File: src/rtl/sasel_pkg.sv
package sasel_pkg;
  typedef enum logic [1:0] {
    SRC_REG = 2'd0,
    SRC_FDL = 2'd1,
    SRC_SYS = 2'd2
  } src_e;
endpackage

File: src/rtl/sasel_arb.sv
module sasel_arb
  import sasel_pkg::*;
(
  input  logic cfg_reg_en,
  input  logic cfg_fdl_en,
  input  logic cfg_sys_en,
  output src_e src
);
  // fixed priority: configuration word, facility link, system stream
  always_comb begin
    if (cfg_reg_en)      src = SRC_REG;
    else if (cfg_fdl_en) src = SRC_FDL;
    else if (cfg_sys_en) src = SRC_SYS;
    else                 src = SRC_REG;
  end
endmodule

File: src/rtl/sasel_bfa_track.sv
module sasel_bfa_track #(
  parameter int LOCK_RUNS = 2
) (
  input  logic clk,
  input  logic rst_n,
  input  logic beat,
  input  logic bit2,
  input  logic clr_lost,
  input  logic clr_regained,
  output logic locked_q,
  output logic locked_nxt,
  output logic lost_sticky,
  output logic regained_sticky,
  output logic parity_q
);
  localparam int RUN_W = $clog2(LOCK_RUNS + 1);
  localparam logic [RUN_W-1:0] RUN_LAST = RUN_W'(LOCK_RUNS - 1);

  logic             prev_v, prev_b;
  logic [RUN_W-1:0] run_q, run_nxt;
  logic             alt_ok, ev_lose, ev_gain;

  assign alt_ok = prev_v && (bit2 != prev_b);

  always_comb begin
    locked_nxt = locked_q;
    run_nxt    = run_q;
    ev_lose    = 1'b0;
    ev_gain    = 1'b0;
    if (beat) begin
      if (locked_q) begin
        if (!alt_ok) begin
          locked_nxt = 1'b0;
          ev_lose    = 1'b1;
          run_nxt    = '0;
        end
      end else if (alt_ok) begin
        if (run_q == RUN_LAST) begin
          locked_nxt = 1'b1;
          ev_gain    = 1'b1;
          run_nxt    = '0;
        end else begin
          run_nxt = run_q + 1'b1;
        end
      end else begin
        run_nxt = '0;
      end
    end
  end

  always_ff @(posedge clk) begin
    if (!rst_n) begin
      prev_v          <= 1'b0;
      prev_b          <= 1'b0;
      run_q           <= '0;
      locked_q        <= 1'b0;
      lost_sticky     <= 1'b0;
      regained_sticky <= 1'b0;
      parity_q        <= 1'b0;
    end else begin
      run_q    <= run_nxt;
      locked_q <= locked_nxt;
      if (beat) begin
        prev_v   <= 1'b1;
        prev_b   <= bit2;
        parity_q <= ~parity_q;
      end
      if (ev_lose)        lost_sticky <= 1'b1;
      else if (clr_lost)  lost_sticky <= 1'b0;
      if (ev_gain)           regained_sticky <= 1'b1;
      else if (clr_regained) regained_sticky <= 1'b0;
    end
  end
endmodule

File: src/rtl/sasel_out_stage.sv
module sasel_out_stage
  import sasel_pkg::*;
#(
  parameter int SA_W = 5
) (
  input  logic            clk,
  input  logic            rst_n,
  input  src_e            src,
  input  logic [SA_W-1:0] cfg_sa,
  input  logic            fdl_valid,
  input  logic [SA_W-1:0] fdl_sa,
  input  logic            sys_valid,
  input  logic            sys_bit2,
  input  logic [SA_W-1:0] sys_sa,
  input  logic            alt_on,
  input  logic            alt_odd,
  input  logic            sys_parity,
  input  logic            lock_nxt,
  input  logic            out_ready,
  output logic            fdl_ready,
  output logic            sys_ready,
  output logic            out_valid,
  output logic [SA_W-1:0] out_sa
);
  localparam logic [SA_W-1:0] FILL = '1;

  logic            slot_free, sys_take, load;
  logic [SA_W-1:0] load_d;

  assign slot_free = !out_valid || out_ready;
  assign fdl_ready = slot_free && (src == SRC_FDL);
  assign sys_ready = (src != SRC_SYS) || slot_free;
  assign sys_take  = alt_on ? (sys_parity == alt_odd) : sys_bit2;

  always_comb begin
    load   = 1'b0;
    load_d = cfg_sa;
    unique case (src)
      SRC_FDL: begin
        load   = fdl_valid && slot_free;
        load_d = fdl_sa;
      end
      SRC_SYS: begin
        load   = sys_valid && slot_free && sys_take;
        load_d = (!alt_on && !lock_nxt) ? FILL : sys_sa;
      end
      default: begin
        load   = slot_free;
        load_d = cfg_sa;
      end
    endcase
  end

  always_ff @(posedge clk) begin
    if (!rst_n) begin
      out_valid <= 1'b0;
      out_sa    <= '0;
    end else if (load) begin
      out_valid <= 1'b1;
      out_sa    <= load_d;
    end else if (out_ready) begin
      out_valid <= 1'b0;
    end
  end
endmodule

File: src/rtl/sa_source_sel.sv
module sa_source_sel
  import sasel_pkg::*;
#(
  parameter int SA_W      = 5,
  parameter int LOCK_RUNS = 2
) (
  input  logic            clk,
  input  logic            rst_n,
  input  logic            cfg_reg_en,
  input  logic            cfg_fdl_en,
  input  logic            cfg_sys_en,
  input  logic            cfg_alt_mode,
  input  logic            cfg_alt_arm,
  input  logic            cfg_alt_odd,
  input  logic [SA_W-1:0] cfg_sa,
  input  logic            fdl_valid,
  output logic            fdl_ready,
  input  logic [SA_W-1:0] fdl_sa,
  input  logic            sys_valid,
  output logic            sys_ready,
  input  logic            sys_bit2,
  input  logic [SA_W-1:0] sys_sa,
  output logic            out_valid,
  input  logic            out_ready,
  output logic [SA_W-1:0] out_sa,
  input  logic            clr_lost,
  input  logic            clr_regained,
  output logic            stat_locked,
  output logic            stat_lost,
  output logic            stat_regained
);
  src_e src;
  logic alt_on, beat, lock_nxt, parity;

  assign alt_on = cfg_alt_mode && cfg_alt_arm;
  assign beat   = sys_valid && sys_ready;

  sasel_arb u_arb (
    .cfg_reg_en (cfg_reg_en),
    .cfg_fdl_en (cfg_fdl_en),
    .cfg_sys_en (cfg_sys_en),
    .src        (src)
  );

  sasel_bfa_track #(.LOCK_RUNS(LOCK_RUNS)) u_trk (
    .clk             (clk),
    .rst_n           (rst_n),
    .beat            (beat),
    .bit2            (sys_bit2),
    .clr_lost        (clr_lost),
    .clr_regained    (clr_regained),
    .locked_q        (stat_locked),
    .locked_nxt      (lock_nxt),
    .lost_sticky     (stat_lost),
    .regained_sticky (stat_regained),
    .parity_q        (parity)
  );

  sasel_out_stage #(.SA_W(SA_W)) u_out (
    .clk        (clk),
    .rst_n      (rst_n),
    .src        (src),
    .cfg_sa     (cfg_sa),
    .fdl_valid  (fdl_valid),
    .fdl_sa     (fdl_sa),
    .sys_valid  (sys_valid),
    .sys_bit2   (sys_bit2),
    .sys_sa     (sys_sa),
    .alt_on     (alt_on),
    .alt_odd    (cfg_alt_odd),
    .sys_parity (parity),
    .lock_nxt   (lock_nxt),
    .out_ready  (out_ready),
    .fdl_ready  (fdl_ready),
    .sys_ready  (sys_ready),
    .out_valid  (out_valid),
    .out_sa     (out_sa)
  );
endmodule

File: config.mk
export PLATFORM = sky130hd
export DESIGN_NAME = sa_source_sel
export DESIGN_NICKNAME = d
export VERILOG_FILES = /design/src/rtl/sasel_pkg.sv /design/src/rtl/sasel_arb.sv /design/src/rtl/sasel_bfa_track.sv /design/src/rtl/sasel_out_stage.sv /design/src/rtl/sa_source_sel.sv
export SDC_FILE = /design/constraint.sdc
export NUM_CORES = 1
export LEC_CHECK = 0
export BUFFER_PORTS_ARGS = -buffer_cell sky130_fd_sc_hd__buf_4
export CAP_MARGIN = 30
export CORE_MARGIN = 1
export CORE_UTILIZATION = 44
export CTS_BUF_LIST = sky130_fd_sc_hd__clkbuf_4 sky130_fd_sc_hd__clkbuf_8 sky130_fd_sc_hd__clkbuf_16
export CTS_CLUSTER_SIZE = 25
export DETAILED_ROUTE_END_ITERATION = 12
export PLACE_DENSITY = 0.77
export SLEW_MARGIN = 0
export SYNTH_ARGS = -nofsm -noshare
export SYNTH_HDL_FRONTEND = slang
export SYNTH_HIERARCHICAL = 1
export SYNTH_SLANG_ARGS = --single-unit
File: constraint.sdc
create_clock -name clk -period 2.8 [get_ports clk]
set_input_delay 0.14 -clock clk [delete_from_list [all_inputs] [get_ports clk]]
set_output_delay 0.14 -clock clk [all_outputs]
set_load 0.03 [all_outputs]
==> impl_metrics.csv, run 1 <==
group,metric,value,unit
synthesis,synthCells,91,
place,placed_cells,152,
synthesis,synth-xor-area-share,3.20,%
synthesis,postSynth.asyncResetShare,0,%
floorplan,dieWidth,45.2,µm
sta,worst_slew_pin_slew,0.358,ns
grt,grt_max_degree,16,
synthesis,yosys.area_share.simple,26.5,%
drt,via_per_inst,5.21,
min_path,min_path_type,"input port to flip-flop",
grt,grt_pass1_vias,667,
clock_tree,cts_buffer_depth,2,
finish,nNetsFinal,163,
synthesis,synth_cell_type_count,34,
synthesis,yosysSeqAreaShare,34.1,%
synthesis,synth_compound_area_share,21.2,%
critical_path,worstPathMaxFanout,8,
grt,grt_pass1_wl,2.77,mm
place,gp_congestion,0.770,
run,max-cap-violations,0,
finish,finish.utilization,66.6,%
power_and_ir_drop,leakage,0.533,nW
critical_path,cp-start-kind,"input port",
floorplan,rows,15,
finish,syn2layout_area_growth,41.6,%
floorplan,start_util,47.0,%
drt,drt-initial-drc-count,14,
synthesis,yosys_warnings,6,
synthesis,muxShareOfSynthArea,7.32,%
clock_tree,root_buffer,"clkbuf_4",
power_and_ir_drop,powerDensity,444,nW/µm²
critical_path,worstSetupPathType,"input port to flip-flop",
place,dp_hpwl,1.50,mm
critical_path,cp-end-kind,"flip-flop",
critical_path,critical_path_buf_inv_count,2,
sta,slew_headroom,76.1,%
synthesis,synth_area_leaders,"dfxtp_1, mux2i_1, a221o_1, nand2b_1, o21bai_1",
critical_path,crit_required,2.97,ns
drt,antenna_left,0,
power_and_ir_drop,power,0.000516,W
clock_tree,cts.sinks,14,
sta,fin_setup_tns,0,ns
drt,drt_pass1_iterations,6,
grt,overflow,0,
sta,setup_viol,0,
drt,wl_met2,945,µm
drt,num_vias,813,
synthesis,ys_seq_elements,14,
floorplan,num_io_pins,40,
clock_tree,numCtsBuffers,3,
clock_tree,htreeDepth,1,
synthesis,synth-edff-count,0,
drt,wire_per_inst,12.4,µm
finish,diodes,0,
synthesis,synth_area,821,µm²
drt,dr_wl_met3,112,µm
grt,antenna_found_initial,0,
floorplan,core_region_area,1750,µm²
synthesis,postSynthAreaPerCell,9.02,µm²
drt,route.top_layer_used,"met4",
sta,worst_hold_slack,0.125,ns
clock_tree,cts.clk_slew.worst_paths,0.09,ns
synthesis,synth_fp_nets,122,
sta,post-route-period-util,72.5,%
sta,fmax,0.493,GHz
sta,finalMaxSlewViolations,0,
critical_path,cp_top_family,"compound AO/OA/AOI/OAI gates",
synthesis,ys.flop_type,"dfxtp_1",
floorplan,dieArea,2040,µm²
floorplan,dieHeight,45.2,µm
synthesis,netlist.area_leader.share,34.1,%
clock_tree,cts.repair.resized,0,
clock_tree,cts_tree,"done",
grt,track_usage,19.2,%
sta,rsz0062_at_grt,"no",
drt,drc_errors,0,
critical_path,crit_chain,"buf_4 > nor2b_1 > inv_1 > ha_1 > nand3b_1 > and2_1 > nand2_1 > o21ba_2 > a21oi_1 > o21bai_1 > a221o_1 > nand3_1 > mux2i_1",
clock_tree,hold_buffers,0,
synthesis,synth_top_cell_by_area,"dfxtp_1",
synthesis,synth_top_family_by_area,"simple AND/OR/NAND/NOR gates",
drt,wirelength,1.94,mm
place,io_buffers,39,
critical_path,critPathMaxStageDelay,0.30,ns
clock_tree,post_cts_buffers,0,
finish,fin_cells,156,
outcome,outcome,"completed",
critical_path,crit_slowest_cell,"a21oi_1",
critical_path,cp.arrival,2.20,ns
sta,timing.final.hold_violations,0,
clock_tree,clock_latency,0.28,ns
sta,worst_clock_skew,0.00187,ns
drt,drt-met1-wl,865,µm
synthesis,synth_fa_ha_area_share,3.05,%
power_and_ir_drop,ir_drop,0.307,mV
sta,min_period,2.03,ns
finish,drive_gt1_share,39.7,%
## kinds of logic after synthesis
logic type               count (synthesis)
flip-flops                              14
adder cells (fa/ha/maj)                  2
XOR/XNOR                                 3
buffers and inverters                    7
AO/OA/AOI/OAI                           21
AND/OR/NAND/NOR                         38
multiplexers                             6
## worst paths after layout
| kind | startpoint | end | slack [ns] | cells past startpoint |
|---|---|---|---|---|
| min | clr_regained | u_trk/regained_sticky | 0.12 | 3 |
| max reg2reg | u_out/out_valid | u_out/out_sa[0] | 0.95 | 9 |
| min reg2reg | u_out/out_sa[3] | u_out/out_sa[3] | 0.47 | 2 |
| max | cfg_reg_en | u_out/out_sa[0] | 0.77 | 13 |
## cell usage after synthesis (2+ instances only)
library cell	n
a21oi_1	3
a221o_1	5
and2_1	3
clkbuf_1	2
dfxtp_1	14
ha_1	2
inv_1	2
mux2i_1	6
nand2_1	7
nand2b_1	7
nand3_1	6
nand3b_1	2
nand4_1	2
nor2_1	5
o21bai_1	5
xor2_1	2
## flip-flops by register name, summed over array words and instances (netlist names)
signal,flops
u_trk/prev_v,1
u_trk/locked_q,1
u_trk/regained_sticky,1
u_out/out_sa,5
u_trk/lost_sticky,1
u_trk/prev_b,1
u_trk/parity_q,1
u_out/out_valid,1
u_trk/run_q,2
## cells in the final DEF, fill, tap and decap left out, types with 2 or more instances in the layout
cell	netlist	layout
buf_4	1	40
a21oi_1	3	3
nand3_1	6	6
a221o_1	5	5
clkbuf_4	0	3
nor2_1	5	5
and2_1	3	3
dfxtp_1	14	14
o21bai_1	5	5
nand4_1	2	2
inv_1	2	2
ha_1	2	2
xor2_1	2	2
nand3b_1	2	2
nand2_1	7	7
nand2b_1	7	7
mux2i_1	6	6
## where the power goes
part / leakage [nW] / switching [W] / internal, W
Clock: 0.0210 / 0.0000681 / 0.0000791
Sequential: 0.115 / 0.00000878 / 0.000214
Combinational: 0.397 / 0.0000741 / 0.0000722
## worst min-delay path, cell delays in order
cell,delay (ns)
buf_4,0.07
nand3b_1,0.11
o21ai_2,0.05
## metrics by stage
step,setup slack [ns],area (µm²)
4_1_cts,0.797,1160
2_1_floorplan,0.390,821
6_report,0.771,1160
3_3_place_gp,0.557,1130
5_1_grt,0.618,1160
3_5_place_dp,0.497,1130
## layer usage
layer	vias to the layer above	track usage, %
met1	367	24.4
li1	413	-
met4	0	10.9
met2	31	29.6
met5	-	0
met3	2	4.40
## final cells by class
| class | count | area (µm²) |
|---|---|---|
| Clock buffer | 4 | 36.3 |
| Fill cell | 159 | 583 |
| Sequential cell | 14 | 280 |
| Multi-Input combinational cell | 70 | 503 |
| Tap cell | 25 | 31.3 |
| Inverter | 3 | 11.3 |
| Timing Repair Buffer | 40 | 300 |
Note: power is estimated with default switching activity, not from simulation.
==> run 2, diff against run 1 <==
clock period = 2 ns   (was 2.8 ns; I/O delays follow)
==> run 2 against run 1 <==
  * Cell area increased by 4.3%
  * Non-clock buffer count increased by 2
  * Clock skew increased by 0.0030 ns
  * Cell count increased by 1.3%
  * Sequential share of layout area decreased by 1.0 points
  * Critical path depth decreased by 6
  * Via count increased by 3.7%
  * Sequential power increased by 41%
  * Worst hold slack got worse by 0.047 ns
  * Critical path type is now flip-flop to flip-flop
  * Largest cell class unchanged
==> impl_metrics.csv, run 2 (same netlist as run 1, synthesis figures left out) <==
group,metric,value,unit
sta,fmax,0.567,GHz
grt,grt_pass1_wl,3.22,mm
power_and_ir_drop,leakage,0.562,nW
floorplan,core_region_area,1750,µm²
sta,min_period,1.76,ns
clock_tree,cts_tree,"done",
sta,worst_hold_slack,0.0781,ns
floorplan,start_util,47.0,%
critical_path,cp-start-kind,"flip-flop",
place,dp_hpwl,1.58,mm
grt,antenna_found_initial,0,
power_and_ir_drop,ir_drop,0.329,mV
place,io_buffers,39,
sta,worst_slew_pin_slew,0.273,ns
clock_tree,hold_buffers,0,
drt,wire_per_inst,13.1,µm
finish,finish.utilization,69.5,%
sta,slew_headroom,81.7,%
sta,timing.final.hold_violations,0,
clock_tree,cts.repair.resized,0,
floorplan,dieHeight,45.2,µm
drt,num_vias,843,
critical_path,crit_slowest_cell,"dfxtp_1",
critical_path,worstPathMaxFanout,5,
drt,drt-initial-drc-count,17,
floorplan,dieWidth,45.2,µm
sta,rsz0062_at_grt,"no",
finish,layout_common_cells,"buf_4, dfxtp_1, nand2b_1",
sta,post-route-period-util,88.1,%
grt,track_usage,22.1,%
clock_tree,cts_buffer_depth,2,
min_path,min_path_type,"input port to flip-flop",
grt,overflow,0,
sta,finalMaxSlewViolations,0,
finish,largestRegisters,"u_out/out_sa x5, u_trk/run_q x2",
sta,setup_viol,0,
clock_tree,numCtsBuffers,3,
finish,layout_commonest_cell,"buf_4",
place,gp_congestion,0.706,
grt,grt_max_degree,16,
critical_path,crit_required,2.18,ns
clock_tree,clock_latency,0.28,ns
drt,drt_pass1_iterations,4,
critical_path,cp-end-kind,"flip-flop",
finish,diodes,0,
floorplan,dieArea,2040,µm²
grt,grt_pass1_vias,757,
sta,fin_setup_tns,0,ns
finish,largest_reg_flops,5,
clock_tree,htreeDepth,1,
drt,drc_errors,0,
drt,via_per_inst,5.34,
power_and_ir_drop,powerDensity,608,nW/µm²
clock_tree,cts.clk_slew.worst_paths,0.09,ns
floorplan,rows,15,
run,max-cap-violations,0,
clock_tree,cts.sinks,14,
floorplan,num_io_pins,40,
clock_tree,root_buffer,"clkbuf_4",
drt,antenna_left,0,
sta,worst_clock_skew,0.00482,ns
drt,wirelength,2.08,mm
critical_path,crit_chain,"xor2_1 > nand2_1 > a21oi_4 > o21bai_1 > a221o_1 > nand3_1 > mux2i_1",
critical_path,critPathMaxStageDelay,0.37,ns
critical_path,cp.arrival,1.94,ns
clock_tree,post_cts_buffers,0,
outcome,outcome,"completed",
critical_path,worstSetupPathType,"flip-flop to flip-flop",
finish,regMostFlops,"u_out/out_sa",
finish,drive_gt1_share,43.6,%
finish,syn2layout_area_growth,47.7,%
finish,nNetsFinal,165,
[run 2: critical path, delay by kind of cell, from the launching register on]
kind,cells,cell delay [ns]
xor gates and xnor gates,1,0.25
muxes,1,0.06
DFF,1,0.37
and+or+nand+nor,2,0.33
AOI/OAI and AO/OA,3,0.64
[run 2: final timing paths]
check	start	endpoint	slack, ns	cells after the start
worst max-delay path	u_trk/prev_b	u_out/out_sa[1]	0.24	7
worst min-delay path	clr_regained	u_trk/regained_sticky	0.08	3
worst max register to register	u_trk/prev_b	u_out/out_sa[1]	0.24	7
worst min register to register	u_out/out_sa[2]	u_out/out_sa[2]	0.47	2
[run 2: power breakdown]
part	total (W)	internal, W	switching [W]	leakage [nW]
Combinational	0.000216	0.000106	0.000110	0.426
Sequential	0.000312	0.000299	0.0000133	0.115
Clock	0.000209	0.000111	0.0000986	0.0210
Total	0.000738	0.000516	0.000221	0.562
[run 2: cell type report]
type                    count  area (µm²)
multi-input cells          70         538
fillers                   160         533
inverters                   3        11.3
clock buffers               4        36.3
flip-flops and latches     14         280
well taps                  25        31.3
repair buffers             42         315
[run 2: stage by stage]
step                power, W  setup slack (ns)  instances  area, µm²
floorplan           0.000444            -0.169         91        860
global placement    0.000528            0.0783        154       1180
detailed placement  0.000534          -0.00710        154       1180
CTS                 0.000747             0.231        158       1210
global route        0.000781             0.133        158       1210
finish              0.000738             0.238        158       1210
[run 2: routing by layer]
metal  up-vias  track usage [%]  wire length, µm
li1        417                -                -
met1       396             25.6              879
met2        28             38.0             1080
met3         2             4.80               98
met4         0             10.9               14
met5         -                0                0
==> run 3, diff against run 2 <==
CORE_UTILIZATION = 45   (was 44)
PLACE_DENSITY = 0.78   (was 0.77)
SYNTH_HIERARCHICAL = default   (was 1)
==> run 3 against run 2 <==
  * Register-to-register slack better by 0.30 ns
  * Cell area is 1.3% lower
  * Synthesized cell count down 5.5%
  * Critical path depth shrank 2
  * Combinational power decreased by 3%
  * Critical path type unchanged
  * Largest cell class unchanged
==> impl_metrics.csv, run 3 <==
group,metric,value,unit
outcome,outcome,"completed",
synthesis,netlist.area_leader.share,33.4,%
clock_tree,hold_buffers,0,
run,max-cap-violations,0,
synthesis,postSynthAreaPerCell,9.76,µm²
power_and_ir_drop,powerDensity,602,nW/µm²
finish,largestRegisters,"u_out.out_sa x5, u_trk.run_q x2",
synthesis,yosysSeqAreaShare,33.4,%
floorplan,dieWidth,45.2,µm
drt,drc_errors,0,
clock_tree,numCtsBuffers,3,
synthesis,synth-edff-count,0,
sta,setup_viol,0,
synthesis,synth_cell_type_count,37,
clock_tree,cts_tree,"done",
synthesis,yosys.cell_count.top_type,"dfxtp_1",
floorplan,rows,15,
place,placed_cells,149,
grt,overflow,0,
finish,nNetsFinal,158,
drt,wirelength,2.01,mm
place,dp_hpwl,1.64,mm
grt,grt_pass1_wl,3.15,mm
place,place_area,1160,µm²
synthesis,synth_fp_nets,115,
critical_path,crit_required,2.17,ns
finish,fin_area,1200,µm²
drt,wire_per_inst,13.1,µm
synthesis,ys_seq_elements,14,
clock_tree,cts.clk_slew.worst_paths,0.09,ns
sta,rsz0062_at_grt,"no",
finish,fillers,152,
sta,worst_clock_skew,0.00251,ns
critical_path,cp-start-kind,"flip-flop",
sta,slew_headroom,68.3,%
synthesis,synth_area,840,µm²
grt,antenna_found_initial,0,
finish,layout_common_cells,"buf_4, dfxtp_1, nand2_1",
grt,grt_max_degree,15,
clock_tree,cts_buffer_depth,2,
sta,fin_setup_tns,0,ns
drt,via_per_inst,5.27,
power_and_ir_drop,ir_drop,0.407,mV
sta,worst_slew_pin_slew,0.475,ns
sta,min_period,1.46,ns
critical_path,crit_chain,"nand2b_1 > o31ai_4 > o311ai_4 > nand4_2 > o31a_1",
sta,post-route-period-util,72.9,%
place,io_buffers,39,
grt,grt_pass1_vias,722,
clock_tree,cts.repair.resized,0,
drt,drt-initial-drc-count,11,
clock_tree,clock_latency,0.27,ns
finish,layout_commonest_cell,"buf_4",
power_and_ir_drop,leakage,0.539,nW
critical_path,cp-end-kind,"flip-flop",
floorplan,dieHeight,45.2,µm
synthesis,synth_area_leaders,"dfxtp_1, o311a_1, a22o_1, o31a_1, nand3b_1",
synthesis,synthCells,86,
floorplan,start_util,48.1,%
place,gp_congestion,0.749,
finish,drive_gt1_share,41.4,%
sta,timing.final.hold_violations,0,
floorplan,core_region_area,1750,µm²
synthesis,synth_top_cell_by_area,"dfxtp_1",
finish,diodes,0,
critical_path,r2r_slack,0.54,ns
drt,antenna_left,0,
clock_tree,root_buffer,"clkbuf_4",
synthesis,yosys_warnings,0,
critical_path,worstSetupPathType,"flip-flop to flip-flop",
finish,fin_cells,153,
drt,drt_pass1_iterations,4,
sta,finalMaxSlewViolations,0,
floorplan,dieArea,2040,µm²
drt,num_vias,807,
critical_path,worstPathMaxFanout,6,
critical_path,critPathMaxStageDelay,0.33,ns
finish,largest_reg_flops,5,
critical_path,crit_slowest_cell,"dfxtp_1",
finish,regMostFlops,"u_out.out_sa",
grt,track_usage,21.4,%
power_and_ir_drop,power,0.000720,W
clock_tree,post_cts_buffers,0,
critical_path,cp.arrival,1.63,ns
synthesis,ys.flop_type,"dfxtp_1",
sta,fmax,0.686,GHz
clock_tree,cts.sinks,14,
finish,syn2layout_area_growth,42.5,%
min_path,min_path_type,"input port to flip-flop",
synthesis,postSynth.asyncResetShare,0,%
clock_tree,htreeDepth,1,
synthesis,synth_commonest_cells,"dfxtp_1, nand2_1",
floorplan,num_io_pins,40,
## run 3: changes by cell type in the layout (fill, tap and decap cells not counted), sizes merged, moves of 4 or more
cell    previous run  this run
o31a               0         5
nand2b             7         3
nand3              6         2
a221o              5         0
nor2               5         1
o21a               0         4
mux2i              6         1
o311a              0         5
a22o               0         5
## run 3: final cells by class
cell class                 count  area, µm²  share of cell area [%]
inverter                       2       7.51                   0.628
tap                           25       31.3                    2.62
multi-input combinational     68        541                    45.2
clock buffer                   4       36.3                    3.03
timing repair buffer          40        300                    25.1
sequential                    14        280                    23.4
## run 3: worst paths after layout
kind / start / endpoint / cells past startpoint
setup reg to reg: u_out.out_valid / u_out.out_sa[2] / 5
hold reg to reg: u_trk.prev_b / u_trk.prev_b / 2
hold / removal: sys_sa[1] / u_out.out_sa[1] / 2
setup / recovery: u_out.out_valid / u_out.out_sa[2] / 5
## run 3: kinds of logic after synthesis
family | Yosys count | synth area share (%)
buf+inv | 4 | 2.24
mux | 1 | 1.19
xor+xnor | 3 | 3.13
flops | 14 | 33.4
simple gates | 34 | 26.5
compound gates | 30 | 33.5
## run 3: metal layers
layer  wire (µm)  GRT usage [%]  share of wire, %  up-vias
met3          86           2.80               4.3        2
li1            -              -                 -      412
met4          12           7.27              0.60        0
met5           0              0                 0        -
met2        1050           38.8                52       25
met1         855           25.7                43      368
## run 3: power by group
part           switching, W  total, W  internal [W]  leakage (nW)
sequential        0.0000113  0.000308      0.000297         0.115
combinational      0.000103  0.000210      0.000107         0.403
clock             0.0000917  0.000202      0.000110        0.0210
## run 3: worst max-delay path, delay by kind of cell (launching register included)
kind	cells	cell delay [ns]
AO/OA/AOI/OAI	3	0.69
AND/OR/NAND/NOR	2	0.34
flip-flops	1	0.33
## run 3: per-stage QoR
| step | hold slack [ns] | util (%) | setup slack, ns |
|---|---|---|---|
| floorplan | 0.236 | - | 0.457 |
| global placement | 0.321 | 66.5 | 0.596 |
| detailed placement | 0.326 | 66.5 | 0.548 |
| CTS | 0.0340 | 68.5 | 0.536 |
| global route | 0.0345 | 68.5 | 0.436 |
| finish | 0.0407 | 68.5 | 0.541 |
